### config.mk
export PLATFORM = sky130hd
export DESIGN_NAME = adc_host_ctrl
export DESIGN_NICKNAME = d
export VERILOG_FILES = /design/src/rtl/adc_host_pkg.sv /design/src/rtl/adc_host_timer.sv /design/src/rtl/adc_host_capture.sv /design/src/rtl/adc_host_fsm.sv /design/src/rtl/adc_host_ctrl.sv
export SDC_FILE = /design/constraint.sdc
export NUM_CORES = 1
export LEC_CHECK = 0
export ABC_AREA = 1
export BUFFER_PORTS_ARGS = -buffer_cell sky130_fd_sc_hd__clkbuf_2
export CAP_MARGIN = 0
export CORE_MARGIN = 3
export CORE_UTILIZATION = 57
export DETAILED_ROUTE_END_ITERATION = 10
export GPL_TIMING_DRIVEN = 0
export PLACE_DENSITY = 0.8
export SLEW_MARGIN = 20
export SYNTH_ARGS = -nofsm -noshare
export SYNTH_HDL_FRONTEND = slang
export SYNTH_HIERARCHICAL = 1
export SYNTH_SLANG_ARGS = --single-unit
### constraint.sdc
create_clock -name clk -period 2.8 [get_ports clk]
set_input_delay 0.28 -clock clk [delete_from_list [all_inputs] [get_ports clk]]
set_output_delay 0.28 -clock clk [all_outputs]
set_load 0.01 [all_outputs]
### src/rtl/adc_host_pkg.sv
// Package adc_host_pkg
// Shared types and helper functions for the parallel ADC host controller.
// Assumes nothing beyond IEEE 1800-2017 constant-function support.
package adc_host_pkg;

    // Sequencer states: conversion setup/pulse, status handshake, read cycle, end states.
    typedef enum logic [3:0] {
        ST_IDLE,
        ST_CV_SETUP,
        ST_CV_PULSE,
        ST_STS_WAIT,
        ST_CONV,
        ST_RD_SETUP,
        ST_RD_ACCESS,
        ST_RD_HOLD,
        ST_DONE,
        ST_ERR
    } host_state_e;

    // Converter bus control lines grouped for one decode point.
    typedef struct packed {
        logic ce;
        logic cs_n;
        logic rc;
        logic a0;
    } bus_ctl_t;

    // Larger of two unsigned values, for sizing counters at elaboration.
    function automatic int unsigned max_u(input int unsigned a, input int unsigned b);
        return (a > b) ? a : b;
    endfunction

endpackage

### src/rtl/adc_host_timer.sv
// Module adc_host_timer
// Loadable down counter that stops at zero and reports when it sits at zero.
// A load of N-1 makes the owner wait N cycles before done_o is seen.
// Assumes the load value fits in W bits.
module adc_host_timer #(
    parameter int W = 8
) (
    input  logic         clk,
    input  logic         rst_n,
    input  logic         load_i,
    input  logic [W-1:0] load_val_i,
    output logic         done_o
);

    logic [W-1:0] cnt_q;

    // Count down toward zero; a load takes priority over counting.
    always_ff @(posedge clk) begin
        if (!rst_n) begin
            cnt_q <= '0;
        end else if (load_i) begin
            cnt_q <= load_val_i;
        end else if (cnt_q != '0) begin
            cnt_q <= cnt_q - 1'b1;
        end
    end

    // Done while the counter rests at zero.
    always_comb begin
        done_o = (cnt_q == '0);
    end

endmodule

### src/rtl/adc_host_capture.sv
// Module adc_host_capture
// Samples the converter data bus at the end of the read access and commits the
// formatted result when the transaction completes. Short cycles keep only the
// upper SHORT_W bits and zero the rest.
// Assumes SHORT_W <= DATA_W and that sample_i precedes commit_i in a transaction.
module adc_host_capture #(
    parameter int DATA_W  = 12,
    parameter int SHORT_W = 8
) (
    input  logic              clk,
    input  logic              rst_n,
    input  logic              sample_i,
    input  logic              commit_i,
    input  logic              short_i,
    input  logic [DATA_W-1:0] db_i,
    output logic [DATA_W-1:0] result_o
);

    localparam int LOW_W = DATA_W - SHORT_W;

    logic [DATA_W-1:0] raw_q;
    logic [DATA_W-1:0] fmt_short;
    logic [DATA_W-1:0] result_q;

    // Hold the raw bus word taken at the end of the access window.
    always_ff @(posedge clk) begin
        if (!rst_n) begin
            raw_q <= '0;
        end else if (sample_i) begin
            raw_q <= db_i;
        end
    end

    // Build the short-cycle view of the raw word.
    generate
        if (LOW_W > 0) begin : g_trunc
            always_comb begin
                fmt_short = {raw_q[DATA_W-1:LOW_W], {LOW_W{1'b0}}};
            end
        end else begin : g_full
            always_comb begin
                fmt_short = raw_q;
            end
        end
    endgenerate

    // Commit the formatted result; it holds until the next commit.
    always_ff @(posedge clk) begin
        if (!rst_n) begin
            result_q <= '0;
        end else if (commit_i) begin
            result_q <= short_i ? fmt_short : raw_q;
        end
    end

    assign result_o = result_q;

endmodule

### src/rtl/adc_host_fsm.sv
// Module adc_host_fsm
// Transaction sequencer: accepts a start, runs the conversion strobe, the
// status handshake with its two timeouts, the read strobe, and ends with a
// valid or error strobe. Owns the bus control decode and drives the shared
// phase timer and the float-guard load.
// Assumes every cycle parameter is at least 1 and fits the timer width TW.
module adc_host_fsm
    import adc_host_pkg::*;
#(
    parameter int TW             = 10,
    parameter int SETUP_CYC      = 3,
    parameter int CE_HIGH_CYC    = 3,
    parameter int ACCESS_CYC     = 8,
    parameter int A0_HOLD_CYC    = 3,
    parameter int STS_WIN_CYC    = 12,
    parameter int CONV_FULL_CYC  = 500,
    parameter int CONV_SHORT_CYC = 400,
    parameter int MARGIN_CYC     = 25
) (
    input  logic          clk,
    input  logic          rst_n,
    input  logic          start_i,
    input  logic          short_i,
    input  logic          sts_i,
    input  logic          tmr_done_i,
    input  logic          grd_done_i,
    output logic          tmr_load_o,
    output logic [TW-1:0] tmr_val_o,
    output logic          grd_load_o,
    output logic          sample_o,
    output logic          commit_o,
    output logic          short_o,
    output logic          ce_o,
    output logic          cs_n_o,
    output logic          rc_o,
    output logic          a0_o,
    output logic          busy_o,
    output logic          valid_o,
    output logic          error_o
);

    localparam logic [TW-1:0] SETUP_LD   = TW'(SETUP_CYC - 1);
    localparam logic [TW-1:0] PULSE_LD   = TW'(CE_HIGH_CYC - 1);
    localparam logic [TW-1:0] ACCESS_LD  = TW'(ACCESS_CYC - 1);
    localparam logic [TW-1:0] HOLD_LD    = TW'(A0_HOLD_CYC - 1);
    localparam logic [TW-1:0] WIN_LD     = TW'(STS_WIN_CYC - 1);
    localparam logic [TW-1:0] FULL_LD    = TW'(CONV_FULL_CYC + MARGIN_CYC - 1);
    localparam logic [TW-1:0] SHORT_LD   = TW'(CONV_SHORT_CYC + MARGIN_CYC - 1);

    host_state_e st_q, st_d;
    logic        short_q;
    logic        sts_seen_q;
    logic        accept;
    bus_ctl_t    bus;

    // A start is taken only from idle and only once the float guard has run out.
    always_comb begin
        accept = (st_q == ST_IDLE) && start_i && grd_done_i;
    end

    // Next-state, phase-timer load and capture controls.
    always_comb begin
        st_d       = st_q;
        tmr_load_o = 1'b0;
        tmr_val_o  = '0;
        grd_load_o = 1'b0;
        sample_o   = 1'b0;
        commit_o   = 1'b0;
        case (st_q)
            ST_IDLE: begin
                if (accept) begin
                    st_d       = ST_CV_SETUP;
                    tmr_load_o = 1'b1;
                    tmr_val_o  = SETUP_LD;
                end
            end
            ST_CV_SETUP: begin
                if (tmr_done_i) begin
                    st_d       = ST_CV_PULSE;
                    tmr_load_o = 1'b1;
                    tmr_val_o  = PULSE_LD;
                end
            end
            ST_CV_PULSE: begin
                if (tmr_done_i) begin
                    st_d       = ST_STS_WAIT;
                    tmr_load_o = 1'b1;
                    tmr_val_o  = WIN_LD;
                end
            end
            ST_STS_WAIT: begin
                if (sts_i || sts_seen_q) begin
                    st_d       = ST_CONV;
                    tmr_load_o = 1'b1;
                    tmr_val_o  = short_q ? SHORT_LD : FULL_LD;
                end else if (tmr_done_i) begin
                    st_d = ST_ERR;
                end
            end
            ST_CONV: begin
                if (!sts_i) begin
                    st_d       = ST_RD_SETUP;
                    tmr_load_o = 1'b1;
                    tmr_val_o  = SETUP_LD;
                end else if (tmr_done_i) begin
                    st_d = ST_ERR;
                end
            end
            ST_RD_SETUP: begin
                if (tmr_done_i) begin
                    st_d       = ST_RD_ACCESS;
                    tmr_load_o = 1'b1;
                    tmr_val_o  = ACCESS_LD;
                end
            end
            ST_RD_ACCESS: begin
                if (tmr_done_i) begin
                    st_d       = ST_RD_HOLD;
                    tmr_load_o = 1'b1;
                    tmr_val_o  = HOLD_LD;
                    sample_o   = 1'b1;
                    grd_load_o = 1'b1;
                end
            end
            ST_RD_HOLD: begin
                if (tmr_done_i) begin
                    st_d     = ST_DONE;
                    commit_o = 1'b1;
                end
            end
            ST_DONE: st_d = ST_IDLE;
            ST_ERR:  st_d = ST_IDLE;
            default: st_d = ST_IDLE;
        endcase
    end

    // State register.
    always_ff @(posedge clk) begin
        if (!rst_n) begin
            st_q <= ST_IDLE;
        end else begin
            st_q <= st_d;
        end
    end

    // Latch the cycle length with the accepted start.
    always_ff @(posedge clk) begin
        if (!rst_n) begin
            short_q <= 1'b0;
        end else if (accept) begin
            short_q <= short_i;
        end
    end

    // Remember a status rise that arrives while chip-enable is still high.
    always_ff @(posedge clk) begin
        if (!rst_n) begin
            sts_seen_q <= 1'b0;
        end else if (accept) begin
            sts_seen_q <= 1'b0;
        end else if (st_q == ST_CV_PULSE && sts_i) begin
            sts_seen_q <= 1'b1;
        end
    end

    // Bus line decode from the state register.
    always_comb begin
        bus = '{ce: 1'b0, cs_n: 1'b1, rc: 1'b1, a0: 1'b0};
        case (st_q)
            ST_CV_SETUP:  bus = '{ce: 1'b0, cs_n: 1'b0, rc: 1'b0, a0: short_q};
            ST_CV_PULSE:  bus = '{ce: 1'b1, cs_n: 1'b0, rc: 1'b0, a0: short_q};
            ST_RD_SETUP:  bus = '{ce: 1'b0, cs_n: 1'b0, rc: 1'b1, a0: 1'b0};
            ST_RD_ACCESS: bus = '{ce: 1'b1, cs_n: 1'b0, rc: 1'b1, a0: 1'b0};
            default:      bus = '{ce: 1'b0, cs_n: 1'b1, rc: 1'b1, a0: 1'b0};
        endcase
    end

    assign ce_o    = bus.ce;
    assign cs_n_o  = bus.cs_n;
    assign rc_o    = bus.rc;
    assign a0_o    = bus.a0;
    assign short_o = short_q;
    assign busy_o  = (st_q != ST_IDLE);
    assign valid_o = (st_q == ST_DONE);
    assign error_o = (st_q == ST_ERR);

endmodule

### src/rtl/adc_host_ctrl.sv
// Module adc_host_ctrl
// Top of the parallel ADC host controller. Ties the sequencer to a shared phase
// timer, a float-guard timer and the result capture.
// Assumes the converter bus timings have been turned into clock-cycle counts
// (default values suit a 20 ns clock) and that sts_i and db_i are synchronous.
module adc_host_ctrl
    import adc_host_pkg::*;
#(
    parameter int DATA_W         = 12,
    parameter int SHORT_W        = 8,
    parameter int SETUP_CYC      = 3,
    parameter int CE_HIGH_CYC    = 3,
    parameter int ACCESS_CYC     = 8,
    parameter int A0_HOLD_CYC    = 3,
    parameter int FLOAT_CYC      = 8,
    parameter int STS_WIN_CYC    = 12,
    parameter int CONV_FULL_CYC  = 500,
    parameter int CONV_SHORT_CYC = 400,
    parameter int MARGIN_CYC     = 25
) (
    input  logic              clk,
    input  logic              rst_n,
    input  logic              start_i,
    input  logic              short_i,
    output logic              busy_o,
    output logic [DATA_W-1:0] result_o,
    output logic              valid_o,
    output logic              error_o,
    output logic              ce_o,
    output logic              cs_n_o,
    output logic              rc_o,
    output logic              a0_o,
    input  logic              sts_i,
    input  logic [DATA_W-1:0] db_i
);

    localparam int unsigned MAX_PHASE = max_u(max_u(max_u(SETUP_CYC, CE_HIGH_CYC),
                                                    max_u(ACCESS_CYC, A0_HOLD_CYC)),
                                              max_u(STS_WIN_CYC,
                                                    max_u(CONV_FULL_CYC, CONV_SHORT_CYC) + MARGIN_CYC));
    localparam int TW = $clog2(MAX_PHASE + 1);
    localparam int FW = $clog2(FLOAT_CYC + 1);
    localparam logic [FW-1:0] FLOAT_LD = FW'(FLOAT_CYC - 1);

    logic          tmr_load;
    logic [TW-1:0] tmr_val;
    logic          tmr_done;
    logic          grd_load;
    logic          grd_done;
    logic          sample;
    logic          commit;
    logic          short_q;

    adc_host_fsm #(
        .TW             (TW),
        .SETUP_CYC      (SETUP_CYC),
        .CE_HIGH_CYC    (CE_HIGH_CYC),
        .ACCESS_CYC     (ACCESS_CYC),
        .A0_HOLD_CYC    (A0_HOLD_CYC),
        .STS_WIN_CYC    (STS_WIN_CYC),
        .CONV_FULL_CYC  (CONV_FULL_CYC),
        .CONV_SHORT_CYC (CONV_SHORT_CYC),
        .MARGIN_CYC     (MARGIN_CYC)
    ) u_fsm (
        .clk        (clk),
        .rst_n      (rst_n),
        .start_i    (start_i),
        .short_i    (short_i),
        .sts_i      (sts_i),
        .tmr_done_i (tmr_done),
        .grd_done_i (grd_done),
        .tmr_load_o (tmr_load),
        .tmr_val_o  (tmr_val),
        .grd_load_o (grd_load),
        .sample_o   (sample),
        .commit_o   (commit),
        .short_o    (short_q),
        .ce_o       (ce_o),
        .cs_n_o     (cs_n_o),
        .rc_o       (rc_o),
        .a0_o       (a0_o),
        .busy_o     (busy_o),
        .valid_o    (valid_o),
        .error_o    (error_o)
    );

    adc_host_timer #(.W(TW)) u_phase_tmr (
        .clk        (clk),
        .rst_n      (rst_n),
        .load_i     (tmr_load),
        .load_val_i (tmr_val),
        .done_o     (tmr_done)
    );

    adc_host_timer #(.W(FW)) u_float_tmr (
        .clk        (clk),
        .rst_n      (rst_n),
        .load_i     (grd_load),
        .load_val_i (FLOAT_LD),
        .done_o     (grd_done)
    );

    adc_host_capture #(
        .DATA_W  (DATA_W),
        .SHORT_W (SHORT_W)
    ) u_capture (
        .clk      (clk),
        .rst_n    (rst_n),
        .sample_i (sample),
        .commit_i (commit),
        .short_i  (short_q),
        .db_i     (db_i),
        .result_o (result_o)
    );

endmodule

==> impl_metrics.csv <==
group,metric,value,unit
placed_design,place.port_buffers,35,
grt,global_route.overflow_total,0,
logic_synthesis,synth-seq-area-share,35.7,%
clock_network,insertion_delay,0.30,ns
grt,gr-usage-all-layers,23.5,%
detailed_routing,routed_via_density,5.10,
finish,postLayoutCoreUtil,69.8,%
worst_setup_path,arrival,2.75,ns
clock_network,cts_num_sinks,44,
detailed_routing,dr_total_vias,2428,
finish,final_nets,444,
grt,initial_antenna_violation_count,0,
pwr,cell_area_power_density,937,nW/um^2
floorplanning,die_width,71.8,um
sta,timing.final.setup_violations,0,
run_status,run_status,"finished clean",
sta,grt_setup_unrepaired,"no",
floorplanning,floorplan.die_area,5160,sq um
floorplanning,fp-row-count,23,
worst_setup_path,worst_r2r_start,"u_phase_tmr/cnt_q[0]$_SDFFE_PN0P_",
worst_setup_path,r2r_slack,0.25,ns
sta,worst_clock_skew,0.00466,ns
finish,n_fill_cell,367,
worst_setup_path,worst-endpoint-required,3.01,ns
sta,finalHoldViolCount,0,
detailed_routing,first_pass_iters,4,
placed_design,post_placement_cell_area,2720,sq um
clock_network,htreeDepth,2,
clock_network,clock_tree.buffer_depth,2,
placed_design,place_ws,-0.284,ns
worst_setup_path,timing.critical_path.mode_cell,"sky130_fd_sc_hd__nor2_1",
clock_network,cts_tree,"done",
sta,final_period_minus_worst_setup_slack,2.55,ns
detailed_routing,wl,5540,um
floorplanning,initial_core_utilization,60.4,%
grt,grt_first_pass_wirelength,9720,um
worst_setup_path,cp-start-kind,"flop",
finish,post_layout_instance_area,2850,sq um
floorplanning,floorplan.die.height,71.8,um
logic_synthesis,postSynthAreaPerCell,6.50,sq um
worst_setup_path,worst_setup_path_startpoint,"u_phase_tmr/cnt_q[0]$_SDFFE_PN0P_",
detailed_routing,detail_route.drc_violations,0,
detailed_routing,drt-initial-drc-count,202,
worst_setup_path,timing_worst_setup_path_type,"flop to flop",
finish,syn2layout_area_growth,15.5,%
sta,total_neg_setup_slack,0,ns
grt,vias_in_the_first_global_route,2231,
floorplanning,floorplan.io_pins,36,
worst_setup_path,path_delay_family,"simple AND/OR/NAND/NOR gates",
worst_setup_path,cp_num_buf_inv,5,
grt,grt_max_degree,17,
sta,finalMaxSlewViolations,0,
logic_synthesis,ys_types,28,
clock_network,cts-root-buf,"sky130_fd_sc_hd__clkbuf_8",
min_path,worst_hold_startpoint,"db_i[5]",
sta,final_worst_setup_slack,0.252,ns
worst_setup_path,critical-path-max-stage-delay,0.45,ns
detailed_routing,ant_nets,0,
pwr,power.static_leakage,0.00146,uW
placed_design,dp_hpwl,4060,um
pwr,vdd_ir_drop_max,0.474,mV
finish,antenna_cells_inserted,0,
min_path,worstHoldPathType,"primary input to flop",
clock_network,cts_inserted_buffers,5,
logic_synthesis,postSynthCellCount,380,
pwr,report.power.total,2670,uW
clock_network,clk_pin_slew_worst_paths,0.09,ns
worst_setup_path,crit_path_cell_trace,"inv_1, ha_2, nand2_1, nor2_1, nand2_1, nor3_4, inv_2, nor3_2, buf_4, inv_2, buf_6, nor2_1, nor2_1",
sta,min_period_over_period,91.0,%
worst_setup_path,worst-path-max-fanout,10,
logic_synthesis,yosys_register_bits,44,
floorplanning,core_area,4090,sq um
worst_setup_path,cp_capture_type,"flop",
detailed_routing,route.detailed.wl_per_inst,11.6,um
logic_synthesis,syn_area,2470,sq um
worst_setup_path,max_stage_delay_cell_worst_path,"sky130_fd_sc_hd__nor3_2",
clock_network,cts_hold_buffers,0,
run,max_cap_violations,0,
logic_synthesis,synth-warning-count,6,
placed_design,place.gp.congestion,0.897,
finish,proportion_of_layout_cells_with_a_drive_suffix_above_1,20.7,%
sta,max_clock_freq,0.392,GHz
[per-layer routing]
layer / track usage (%) / part of all wire, % / vias up
li1: - / - / 1293
met1: 31.5 / 46 / 1077
met2: 38.2 / 48 / 52
met3: 4.35 / 5.0 / 6
met4: 7.52 / 1.3 / 0
met5: 0 / 0 / -
[cell usage in the layout, fill, tap and decap left out, types with 8 or more instances in the layout]
cell type,instances
sky130_fd_sc_hd__a21oi_1,17
sky130_fd_sc_hd__nor2_1,85
sky130_fd_sc_hd__inv_1,32
sky130_fd_sc_hd__clkbuf_2,35
sky130_fd_sc_hd__nand3_1,24
sky130_fd_sc_hd__inv_2,8
sky130_fd_sc_hd__nand4_1,8
sky130_fd_sc_hd__buf_4,8
sky130_fd_sc_hd__nand2_1,80
sky130_fd_sc_hd__o21ai_0,15
sky130_fd_sc_hd__o21ai_1,21
sky130_fd_sc_hd__dfxtp_1,44
[state kept, by name, indices dropped and copies added (netlist names)]
register            count
u_capture/result_o     12
u_phase_tmr/cnt_q      10
u_fsm/sts_seen_q        1
u_fsm/st_q              4
u_fsm/short_o           1
u_capture/raw_q        12
u_float_tmr/cnt_q       4
[per-stage QoR]
| stage | std cells | hold WS [ns] |
|---|---|---|
| 2_1_floorplan | 383 | 0.405 |
| 3_3_place_gp | 468 | 0.453 |
| 3_5_place_dp | 468 | 0.465 |
| 4_1_cts | 476 | 0.190 |
| 5_1_grt | 476 | 0.194 |
| 6_report | 476 | 0.199 |
[worst paths after layout]
path	depth (start not counted)	endpoint
worst max-delay path	13	u_capture/raw_q[8]$_SDFFE_PN0P_
worst min register to register	2	u_fsm/sts_seen_q$_SDFFE_PP0P_
worst max register to register	13	u_capture/raw_q[8]$_SDFFE_PN0P_
worst min-delay path	3	u_capture/raw_q[5]$_SDFFE_PN0P_
[final cells by class]
type / instances / area (sq um) / area share (%)
buffer: 14 / 124 / 4.34
clock buffer: 5 / 68.8 / 2.41
clock inverter: 3 / 46.3 / 1.62
inverter: 40 / 150 / 5.27
multi-input combinational: 285 / 1340 / 47.1
sequential: 44 / 881 / 30.9
tap: 50 / 62.6 / 2.19
timing repair buffer: 35 / 175 / 6.14
[report_power, final]
group	leakage (uW)	total [uW]	switching, uW	internal, uW
sequential	0.000358	828	102	726
clock	0.0000548	508	239	269
combinational	0.00104	1340	854	482
total	0.00146	2670	1190	1480
[worst register-to-register path, cell delays in order, from the launching register on]
cell and delay, ns:
sky130_fd_sc_hd__dfxtp_1 0.33, sky130_fd_sc_hd__inv_1 0.12, sky130_fd_sc_hd__ha_2 0.26, sky130_fd_sc_hd__nand2_1 0.08
sky130_fd_sc_hd__nor2_1 0.14, sky130_fd_sc_hd__nand2_1 0.13, sky130_fd_sc_hd__nor3_4 0.23, sky130_fd_sc_hd__inv_2 0.15
sky130_fd_sc_hd__nor3_2 0.45, sky130_fd_sc_hd__buf_4 0.23, sky130_fd_sc_hd__inv_2 0.05, sky130_fd_sc_hd__buf_6 0.13
sky130_fd_sc_hd__nor2_1 0.10, sky130_fd_sc_hd__nor2_1 0.06
[cells in the mapped netlist, drive strengths merged]
| master | n | area (sq um) |
|---|---|---|
| nor3 | 2 | 10.0 |
| a21oi | 17 | 85.1 |
| nor4 | 2 | 12.5 |
| buf | 13 | 110 |
| clkbuf | 1 | 13.8 |
| nand2 | 83 | 319 |
| o21bai | 1 | 7.51 |
| conb | 3 | 11.3 |
| ha | 2 | 25.0 |
| o21ai | 38 | 198 |
| or2 | 3 | 18.8 |
| inv | 40 | 150 |
| dfxtp | 44 | 881 |
| o211ai | 1 | 7.51 |
| nand4 | 8 | 50.1 |
| nor2 | 95 | 412 |
| nand3 | 27 | 158 |
[cells by family after synthesis]
| group | after synthesis | share of synthesized area [%] |
|---|---|---|
| DFF | 44 | 35.7 |
| and+or+nand+nor | 220 | 39.7 |
| adders and majority gates | 2 | 1.01 |
| other | 3 | 0.456 |
| buffers and inverters | 54 | 11.1 |
| AOI/OAI and AO/OA | 57 | 12.1 |
[what timing repair did]
action | CTS | global route
setup buffers | 0 | 0
resized for setup | 2 | 2
endpoints found under the setup margin | 16 | 20
Power figures use the tool's default switching activity.
